$ cat config.mk
export PLATFORM = sky130hd
export DESIGN_NAME = irq_msg_sender
export DESIGN_NICKNAME = d
export VERILOG_FILES = /design/src/rtl/irq_msg_pkg.sv /design/src/rtl/irq_msg_datapath.sv /design/src/rtl/irq_msg_control.sv /design/src/rtl/irq_msg_sender.sv
export SDC_FILE = /design/constraint.sdc
export NUM_CORES = 1
export LEC_CHECK = 0
export ABC_AREA = 1
export BUFFER_PORTS_ARGS = -buffer_cell sky130_fd_sc_hd__buf_2
export CAP_MARGIN = 20
export CELL_PAD_IN_SITES_DETAIL_PLACEMENT = 1
export CELL_PAD_IN_SITES_GLOBAL_PLACEMENT = 1
export CORE_MARGIN = 3
export CORE_UTILIZATION = 41
export DETAILED_ROUTE_END_ITERATION = 8
export PLACE_DENSITY_LB_ADDON = 0.1
export RECOVER_POWER = 100
export SKIP_LAST_GASP = 1
export SLEW_MARGIN = 20
export SYNTH_ARGS = -nofsm -noshare
export SYNTH_HDL_FRONTEND = slang
export SYNTH_SLANG_ARGS = --single-unit
export TNS_END_PERCENT = 10
$ cat constraint.sdc
create_clock -name clk -period 2.4 [get_ports clk]
set_input_delay 0.72 -clock clk [delete_from_list [all_inputs] [get_ports clk]]
set_output_delay 0.72 -clock clk [all_outputs]
set_load 0.02 [all_outputs]
$ cat src/rtl/irq_msg_pkg.sv
package irq_msg_pkg;

  // Sequencing phases of the message master.
  typedef enum logic [1:0] {
    ST_IDLE = 2'd0,
    ST_REQ  = 2'd1,
    ST_WAIT = 2'd2
  } msgState_t;

  // Strobes passed from control to datapath.
  typedef struct packed {
    logic latchMsg;  // capture target and data for a new message
    logic msgDone;   // current message acknowledged by the receiver
  } ctlStrobe_t;

  // Configuration window layout.
  localparam int unsigned NUM_CFG_REGS = 2;
  localparam int unsigned REG_TARGET   = 0;
  localparam int unsigned REG_DATA     = 1;

endpackage

$ cat src/rtl/irq_msg_datapath.sv
module irq_msg_datapath
  import irq_msg_pkg::*;
#(
  parameter int BUS_W  = 32,
  parameter int CNT_W  = 8,
  parameter int CFG_AW = 2
) (
  input  logic              clk,
  input  logic              rstN,
  input  logic              eventPulse,
  input  logic              cfgCyc,
  input  logic              cfgStb,
  input  logic              cfgWe,
  input  logic [CFG_AW-1:0] cfgAdr,
  input  logic [BUS_W-1:0]  cfgDatW,
  output logic              cfgAck,
  output logic [BUS_W-1:0]  cfgDatR,
  input  ctlStrobe_t        strobe,
  output logic [BUS_W-1:0]  msgAdr,
  output logic [BUS_W-1:0]  msgDat,
  output logic              pendingAny,
  output logic              targetValid
);

  localparam logic [CNT_W-1:0] CNT_MAX  = {CNT_W{1'b1}};
  localparam logic [CNT_W-1:0] CNT_ZERO = {CNT_W{1'b0}};
  localparam logic [CNT_W-1:0] CNT_ONE  = {{(CNT_W-1){1'b0}}, 1'b1};

  logic                 cfgAccess;
  logic                 cfgWrite;
  logic [BUS_W-1:0]     cfgRegs [NUM_CFG_REGS];
  logic [BUS_W-1:0]     readVal;
  logic [CNT_W-1:0]     pendCnt;
  logic [CNT_W-1:0]     pendNext;

  assign cfgAccess = cfgCyc && cfgStb;
  assign cfgWrite  = cfgAccess && cfgWe;

  // One storage register per configuration word.
  for (genvar g = 0; g < NUM_CFG_REGS; g++) begin : g_cfgReg
    always_ff @(posedge clk or negedge rstN) begin
      if (!rstN) begin
        cfgRegs[g] <= '0;
      end else if (cfgWrite && (cfgAdr == CFG_AW'(g))) begin
        cfgRegs[g] <= cfgDatW;
      end
    end
  end

  // Read mux; unused indices return zero.
  always_comb begin
    readVal = '0;
    for (int i = 0; i < NUM_CFG_REGS; i++) begin
      if (cfgAdr == CFG_AW'(i)) begin
        readVal = cfgRegs[i];
      end
    end
  end

  always_ff @(posedge clk or negedge rstN) begin
    if (!rstN) begin
      cfgAck  <= 1'b0;
      cfgDatR <= '0;
    end else begin
      cfgAck <= cfgAccess;
      if (cfgAccess && !cfgWe) begin
        cfgDatR <= readVal;
      end
    end
  end

  // Pending event counter: saturating increment, decrement on ack.
  always_comb begin
    pendNext = pendCnt;
    unique case ({eventPulse, strobe.msgDone})
      2'b10: if (pendCnt != CNT_MAX) pendNext = pendCnt + CNT_ONE;
      2'b01: if (pendCnt != CNT_ZERO) pendNext = pendCnt - CNT_ONE;
      default: pendNext = pendCnt;
    endcase
  end

  always_ff @(posedge clk or negedge rstN) begin
    if (!rstN) begin
      pendCnt <= '0;
    end else begin
      pendCnt <= pendNext;
    end
  end

  // Payload is frozen for the life of one message.
  always_ff @(posedge clk or negedge rstN) begin
    if (!rstN) begin
      msgAdr <= '0;
      msgDat <= '0;
    end else if (strobe.latchMsg) begin
      msgAdr <= cfgRegs[REG_TARGET];
      msgDat <= cfgRegs[REG_DATA];
    end
  end

  assign pendingAny  = (pendCnt != CNT_ZERO);
  assign targetValid = (cfgRegs[REG_TARGET] != '0);

endmodule

$ cat src/rtl/irq_msg_control.sv
module irq_msg_control
  import irq_msg_pkg::*;
(
  input  logic       clk,
  input  logic       rstN,
  input  logic       pendingAny,
  input  logic       targetValid,
  input  logic       mStall,
  input  logic       mAck,
  output ctlStrobe_t strobe,
  output logic       mCyc,
  output logic       mStb,
  output logic       mWe
);

  msgState_t state;
  msgState_t stateNext;

  always_comb begin
    stateNext       = state;
    strobe.latchMsg = 1'b0;
    strobe.msgDone  = 1'b0;
    unique case (state)
      ST_IDLE: begin
        if (pendingAny && targetValid) begin
          strobe.latchMsg = 1'b1;
          stateNext       = ST_REQ;
        end
      end
      ST_REQ: begin
        if (!mStall) begin
          stateNext = ST_WAIT;
        end
      end
      ST_WAIT: begin
        if (mAck) begin
          strobe.msgDone = 1'b1;
          stateNext      = ST_IDLE;
        end
      end
      default: stateNext = ST_IDLE;
    endcase
  end

  always_ff @(posedge clk or negedge rstN) begin
    if (!rstN) begin
      state <= ST_IDLE;
    end else begin
      state <= stateNext;
    end
  end

  assign mCyc = (state == ST_REQ) || (state == ST_WAIT);
  assign mStb = (state == ST_REQ);
  assign mWe  = mCyc;

endmodule

$ cat src/rtl/irq_msg_sender.sv
module irq_msg_sender
  import irq_msg_pkg::*;
#(
  parameter int BUS_W  = 32,
  parameter int CNT_W  = 8,
  parameter int CFG_AW = 2
) (
  input  logic              clk,
  input  logic              rstN,
  input  logic              eventPulse,
  input  logic              cfgCyc,
  input  logic              cfgStb,
  input  logic              cfgWe,
  input  logic [CFG_AW-1:0] cfgAdr,
  input  logic [BUS_W-1:0]  cfgDatW,
  output logic              cfgAck,
  output logic [BUS_W-1:0]  cfgDatR,
  output logic              mCyc,
  output logic              mStb,
  output logic              mWe,
  output logic [BUS_W-1:0]  mAdr,
  output logic [BUS_W-1:0]  mDat,
  input  logic              mStall,
  input  logic              mAck
);

  ctlStrobe_t ctlStrobe;
  logic       pendingAny;
  logic       targetValid;

  irq_msg_datapath #(
    .BUS_W (BUS_W),
    .CNT_W (CNT_W),
    .CFG_AW(CFG_AW)
  ) u_dp (
    .clk        (clk),
    .rstN       (rstN),
    .eventPulse (eventPulse),
    .cfgCyc     (cfgCyc),
    .cfgStb     (cfgStb),
    .cfgWe      (cfgWe),
    .cfgAdr     (cfgAdr),
    .cfgDatW    (cfgDatW),
    .cfgAck     (cfgAck),
    .cfgDatR    (cfgDatR),
    .strobe     (ctlStrobe),
    .msgAdr     (mAdr),
    .msgDat     (mDat),
    .pendingAny (pendingAny),
    .targetValid(targetValid)
  );

  irq_msg_control u_ctl (
    .clk        (clk),
    .rstN       (rstN),
    .pendingAny (pendingAny),
    .targetValid(targetValid),
    .mStall     (mStall),
    .mAck       (mAck),
    .strobe     (ctlStrobe),
    .mCyc       (mCyc),
    .mStb       (mStb),
    .mWe        (mWe)
  );

endmodule

==> impl_results.md, run 1 <==
- Synthesized cell area: 0.00723 mm²
- Crit start category: flip-flop
- Syn Nets: ~860
- Max-slew violations: 0
- Distinct cells, synth: 22
- WL per Instance: ~18 µm
- Post_cts resized: 0
- Antenna-violating nets left: 0
- Status: completed
- CTS tree: built
- Vias in the first global route: 6,605
- CTS Buf Count: 17
- Row Count: 47
- Ratio of cells with drive above 1 in the final layout: 0.0960
- Initial antenna violation count: 0
- CTS Root Cell: clkbuf_16
- # nets final: 1,002
- Routed WL: approximately 21,000 µm
- Placed cell area: 0.00824 mm²
- GRT Overall Usage: 0.220
- CP required: ~1.7 ns
- Worst-margin pin slew: roughly 1.2 ns
- P_leak: ~4.3 nW
- Hold-fix buffers, CTS: 0
- Worst Setup End Kind: output pin
- Die area: between 0.015 and 0.02 mm²
- Final worst path period share: 0.887
- Capturing point of the worst reg2reg path: u_dp.msgDat[19]
- Sink Count: 171
- CTS clk-pin slew, worst paths: roughly 0.070 ns
- Max-Cap Viols: 0
- Largest net degree at the start of global routing: a little under 80
- Dpl hpwl: 14,500 µm
- Grt ovf: 0
- Setup Viol. Count Final: 0
- Critical Path AT: approximately 1.4 ns
- Number of synthesized register bits: between 150 and 200
- Post-CTS setup buffers: 0
- HP Class: reg -> reg
- Post-route DRC: 0
- Layout Skew: 0.0108 ns
- Die width: 139 µm
- Area growth, synth to finish: 19.6%
- CP Class: reg -> out
- Skew-Pair Late Insertion Delay: ~0.43 ns
- Die Span Y: between 100 and 150 µm
- Fmax: 0.469 GHz
- I/O pin count: ~140
- Min Tclk post-route: between 2 and 2.5 ns
- Mean post-synth cell area: 8.84 µm²
- First-pass GRT wire length: 34,500 µm
- RR Startpoint: u_dp.cfgRegs[62]
- Synth warnings: 0
- # diodes: 0
- Via Count: just over 6,000
- IR drop worst, VDD: between 0.6 and 0.7 mV
- Cell Pwr Density: 1190 mW/mm²
- DRT iter0 DRCs: just over 300
- DRT Pass-1 Iters: 5
- Placer Congestion: between 0.7 and 0.8
- Core area: between 0.015 and 0.02 mm²
- Setup TNS Final: 0 ns
- # H-tree levels: 4
- Gate Count Post-Synth: roughly 800
- Share of the yosys chip area belonging to registers: 0.592
- Starting Density: 0.427
- Flop2flop setup slack: ~0.31 ns
- Final hold vios: 0
- R2R cell count: 7
- Port-buffer cells: 141
- Max-Slew Margin vs Limit: 0.219
- Most frequent cells in the layout: 191 x nand2_1, 171 x dfrtp_1, 133 x o21ai_0
- RSZ-0062 raised after global routing: no
- Commonest non-fill, non-tap cell in the layout: nand2_1
- CP Launch Point: u_ctl.state[0]
- Post-Layout Inst Area: about 0.0086 mm²
- Via density per instance: about 5.2
- Clk buf depth: 2
- CP Max Fanout: 3
- Worst Setup EP: mWe
-- state kept, by name, indices dropped and copies added, names as in the netlist --
| signal | flops |
|---|---|
| u_ctl.state | 2 |
| u_dp.cfgAck | 1 |
| u_dp.cfgDatR | 32 |
| u_dp.cfgRegs | 64 |
| u_dp.msgAdr | 32 |
| u_dp.msgDat | 32 |
| u_dp.pendCnt | 8 |
-- critical path, cell delays in order, from the launching register on --
cell      delay [ns]
dfrtp_1         0.38
inv_1           0.08
ha_1            0.30
clkbuf_1        0.23
-- worst min-delay path by stage --
stage	startpoint	end	slack [ns]	cells after the start
after detailed placement	u_dp.msgDat[6]	u_dp.msgDat[6]	0.47	2
after global routing	u_dp.msgAdr[30]	u_dp.msgAdr[30]	0.51	2
after global placement	u_dp.msgDat[3]	u_dp.msgDat[3]	0.46	2
after CTS	rstN	u_dp.msgDat[4]	0.23	1
after floorplan	rstN	u_ctl.state[0]	0.42	0
final	u_dp.msgDat[6]	u_dp.msgDat[6]	0.49	2
-- kinds of logic (layout without fill, tap and decap cells) --
logic type                 after synthesis  count (layout)  synth area share
and+or+nand+nor                        279             279             0.152
AOI/OAI and AO/OA                      200             200             0.156
DFF                                    171             171             0.592
buffers and inverters                  161             312            0.0895
adders and majority gates                4               4           0.00692
xor gates and xnor gates                 3               3           0.00364
-- metal layers --
layer,track usage,up-vias,routed length [µm]
met3,0.0386,21,801
met2,0.378,132,10500
li1,-,2893,-
met4,0.0613,0,261
met1,0.287,3086,9340
met5,0,-,0
-- final cells by class --
class | instances | area [µm²]
Inverter | 118 | 443
Timing Repair Buffer | 162 | 724
Sequential cell | 171 | 4280
Clock inverter | 14 | 168
Clock buffer | 18 | 439
Tap cell | 220 | 275
Fill cell | 2070 | 8290
Multi-Input combinational cell | 486 | 2320
-- power breakdown --
group	switching (W)	leakage (nW)	total (W)	internal, W
Combinational	0.00224	1.80	0.00314	0.000903
Clock	0.00117	0.293	0.00284	0.00167
Sequential	0.000641	2.16	0.00433	0.00369
Total	0.00404	4.25	0.0103	0.00626
-- per-stage QoR --
| stage | power, W | hold WS, ns | setup WS, ns | instances | utilization |
|---|---|---|---|---|---|
| 4_1_cts | 0.0106 | 0.230 | 0.299 | 1189 | 0.522 |
| 3_3_place_gp | 0.00751 | 0.462 | 0.138 | 1157 | 0.486 |
| 6_report | 0.0103 | 0.486 | 0.270 | 1189 | 0.511 |
| 5_1_grt | 0.0110 | 0.514 | 0.103 | 1189 | 0.511 |
| 3_5_place_dp | 0.00771 | 0.473 | 0.0429 | 1157 | 0.486 |
| 2_1_floorplan | 0.00649 | 0.424 | 0.515 | 818 | - |
-- synthesized netlist by cell type (all sizes together) --
cell / number / area share
nand2: 191 / 0.099
dfrtp: 171 / 0.59
o21ai: 134 / 0.093
inv: 116 / 0.060
nor2: 65 / 0.035
a21oi: 33 / 0.023
a221oi: 32 / 0.039
clkbuf: 27 / 0.014
buf: 16 / 0.014
nand3: 15 / 0.010
nand4: 5 / 0.0043
ha: 4 / 0.0069
xor2: 3 / 0.0036
clkinv: 2 / 0.0010
and3: 1 / 0.00087
nor3: 1 / 0.0014
o211ai: 1 / 0.0017
or2: 1 / 0.00087
Power figures use the tool's default switching activity.
==> inputs of run 2 (changes only) <==
Settings changed: CORE_MARGIN 3 to 2.
==> run 2 against run 1 <==
The flow now finishes with violations (capacitance limit, slew limit). Clock skew is essentially flat. Global-route usage up 1.6 points. Clock-buffer cell count up 2. Register-to-register slack lost 0.08 ns. Sequential power about the same. Critical path depth increased by 13. Core utilization is 0.97 points lower. Final cell count is 0.25% higher. Highest routed layer unchanged. Power decreased by 0.86%.
==> impl_results.md, run 2 (same netlist as run 1, synthesis figures left out) <==
- Most frequent cells in the layout: 190 x nand2_1, 171 x dfrtp_1, 132 x o21ai_0
- CP Max Fanout: 9
- Skew-Pair Late Insertion Delay: around 0.42 ns
- Max-Cap Viols: 1
- Placer Congestion: roughly 0.8
- WL per Instance: 17.6 µm
- Min Tclk post-route: 2.17 ns
- Routed length on met3: around 870 µm
- Setup TNS Final: 0 ns
- Hold depth: 2
- # H-tree levels: 4
- Final hold vios: 0
- # nets final: between 1,000 and 1,500
- Failing checks: capacitance limit, slew limit
- Die Span Y: approximately 140 µm
- IR drop worst, VDD: about 0.59 mV
- Row Count: 48
- Flop2flop setup slack: roughly 0.23 ns
- Port-buffer cells: 141
- Dpl hpwl: approximately 14,000 µm
- Worst-margin pin slew: 1.65 ns
- Post-Layout Inst Area: ~0.0086 mm²
- Max-Slew Margin vs Limit: -0.102
- Fmax: around 0.46 GHz
- R2R cell count: 16
- Status: finished with violations
- Post-CTS setup buffers: 0
- Largest net degree at the start of global routing: between 80 and 90
- Via Count: between 6,000 and 7,000
- Antenna-violating nets left: 0
- Capturing point of the worst reg2reg path: u_dp.pendCnt[6]
- Clk buf depth: 2
- Max reg flops: 64
- Met2 wire len: 10,400 µm
- Layout Skew: 0.0104 ns
- CTS clk-pin slew, worst paths: 0.06 ns
- Top reg by flops: u_dp.cfgRegs
- DRT iter0 DRCs: approximately 330
- RR Startpoint: u_ctl.state[0]
- HP Start: u_dp.msgAdr[11]
- Post-route DRC: 0
- Hold Crit Endpoint: u_dp.msgAdr[11]
- Vias in the first global route: approximately 6,600
- Routed WL: roughly 21,000 µm
- Starting Density: 0.419
- Metal-1 WL: 9320 µm
- Final worst path period share: 0.904
- Worst path cell trace: inv_1 -> ha_1 -> nand2_1 -> nor2_4 -> nand2_1 -> nand2_1 -> inv_1 -> ha_1 -> inv_1 -> nand2_1 -> nand2_1 -> nor2_1 -> nand2_1 -> nand3_1 -> nand3_1 -> nand2_1
- Highest routing layer actually used: met4
- Max incr delay on CP: 0.40 ns
- Final core occ: 0.501
- CP most frequent cell: nand2_1
- Area growth, synth to finish: 19.4%
- Worst path slowest cell: dfrtp_1
- CP required: ~2.7 ns
- Max-slew violations: 62
- GRT Overall Usage: 0.236
- CP Class: reg -> reg
- RSZ-0062 raised after global routing: no
- Critical Path AT: 2.48 ns
- Die width: between 100 and 150 µm
- Hold-fix buffers, CTS: 0
- Sink Count: ~170
- Post_cts resized: 0
- CTS Root Cell: clkbuf_16
- Cell Pwr Density: 1180 mW/mm²
- Setup Viol. Count Final: 0
- CTS tree: built
- I/O pin count: roughly 140
- Die area: around 0.019 mm²
- DRT Pass-1 Iters: 5
- Placed cell area: roughly 0.0082 mm²
- Grt ovf: 0
- Via density per instance: 5.13
- Crit start category: flip-flop
- Core area: between 0.015 and 0.02 mm²
- Commonest non-fill, non-tap cell in the layout: nand2_1
- First-pass GRT wire length: between 30,000 and 40,000 µm
- Initial antenna violation count: 0
- Ratio of cells with drive above 1 in the final layout: 0.0932
- P_leak: roughly 4.2 nW
- Worst Setup End Kind: flip-flop
- CTS Buf Count: 17
- HP Class: reg -> reg
[run 2: cell count changes in the layout (fill, tap and decap cells not counted), sizes merged]
cell / before / now
inv: 120 / 117
clkinvlp: 3 / 1
diode: 0 / 1
clkinv: 6 / 4
buf: 50 / 51
clkbuf: 130 / 133
[run 2: worst max-delay path, delay by kind of cell, from the launching register on]
| kind | cells | cell delay, ns |
|---|---|---|
| buffers and inverters | 3 | 0.21 |
| and+or+nand+nor | 11 | 1.09 |
| adders and majority gates | 2 | 0.37 |
| DFF | 1 | 0.40 |
[run 2: final cells by class]
class | instances | area [µm²]
timing repair buffer | 164 | 746
clock inverter | 7 | 120
clock buffer | 20 | 447
antenna | 1 | 2.50
tap | 225 | 282
fill | 2146 | 8600
inverter | 118 | 443
multi-input combinational | 486 | 2310
sequential | 171 | 4280
[run 2: routing by layer]
metal	vias up	global-route usage
met5	-	0
met4	0	0.0699
met3	26	0.0411
met2	149	0.406
met1	3041	0.306
li1	2902	-
[run 2: power breakdown]
group / switching, W / internal, W / total [W]
registers: 0.000636 / 0.00369 / 0.00433
clock network: 0.00110 / 0.00164 / 0.00274
logic: 0.00225 / 0.000900 / 0.00316
[run 2: per-stage QoR]
step                      power (W)  setup WS [ns]  cells  hold slack [ns]
after floorplan             0.00649          0.515    818            0.424
after global placement      0.00751          0.117   1164            0.461
after detailed placement    0.00772         0.0321   1164            0.473
after CTS                    0.0105          0.239   1191            0.290
after global routing         0.0109         0.0360   1191            0.524
final                        0.0102          0.229   1192            0.489
[run 2: worst max path at each step]
stage,startpoint,endpoint,slack [ns]
after floorplan,mAck,u_dp.pendCnt[6],0.51
after global placement,cfgAdr[0],u_dp.cfgRegs[7],0.12
after detailed placement,cfgAdr[0],u_dp.cfgRegs[15],0.03
after CTS,u_ctl.state[0],u_dp.pendCnt[6],0.24
after global routing,u_ctl.state[0],u_dp.pendCnt[6],0.04
final,u_ctl.state[0],u_dp.pendCnt[6],0.23
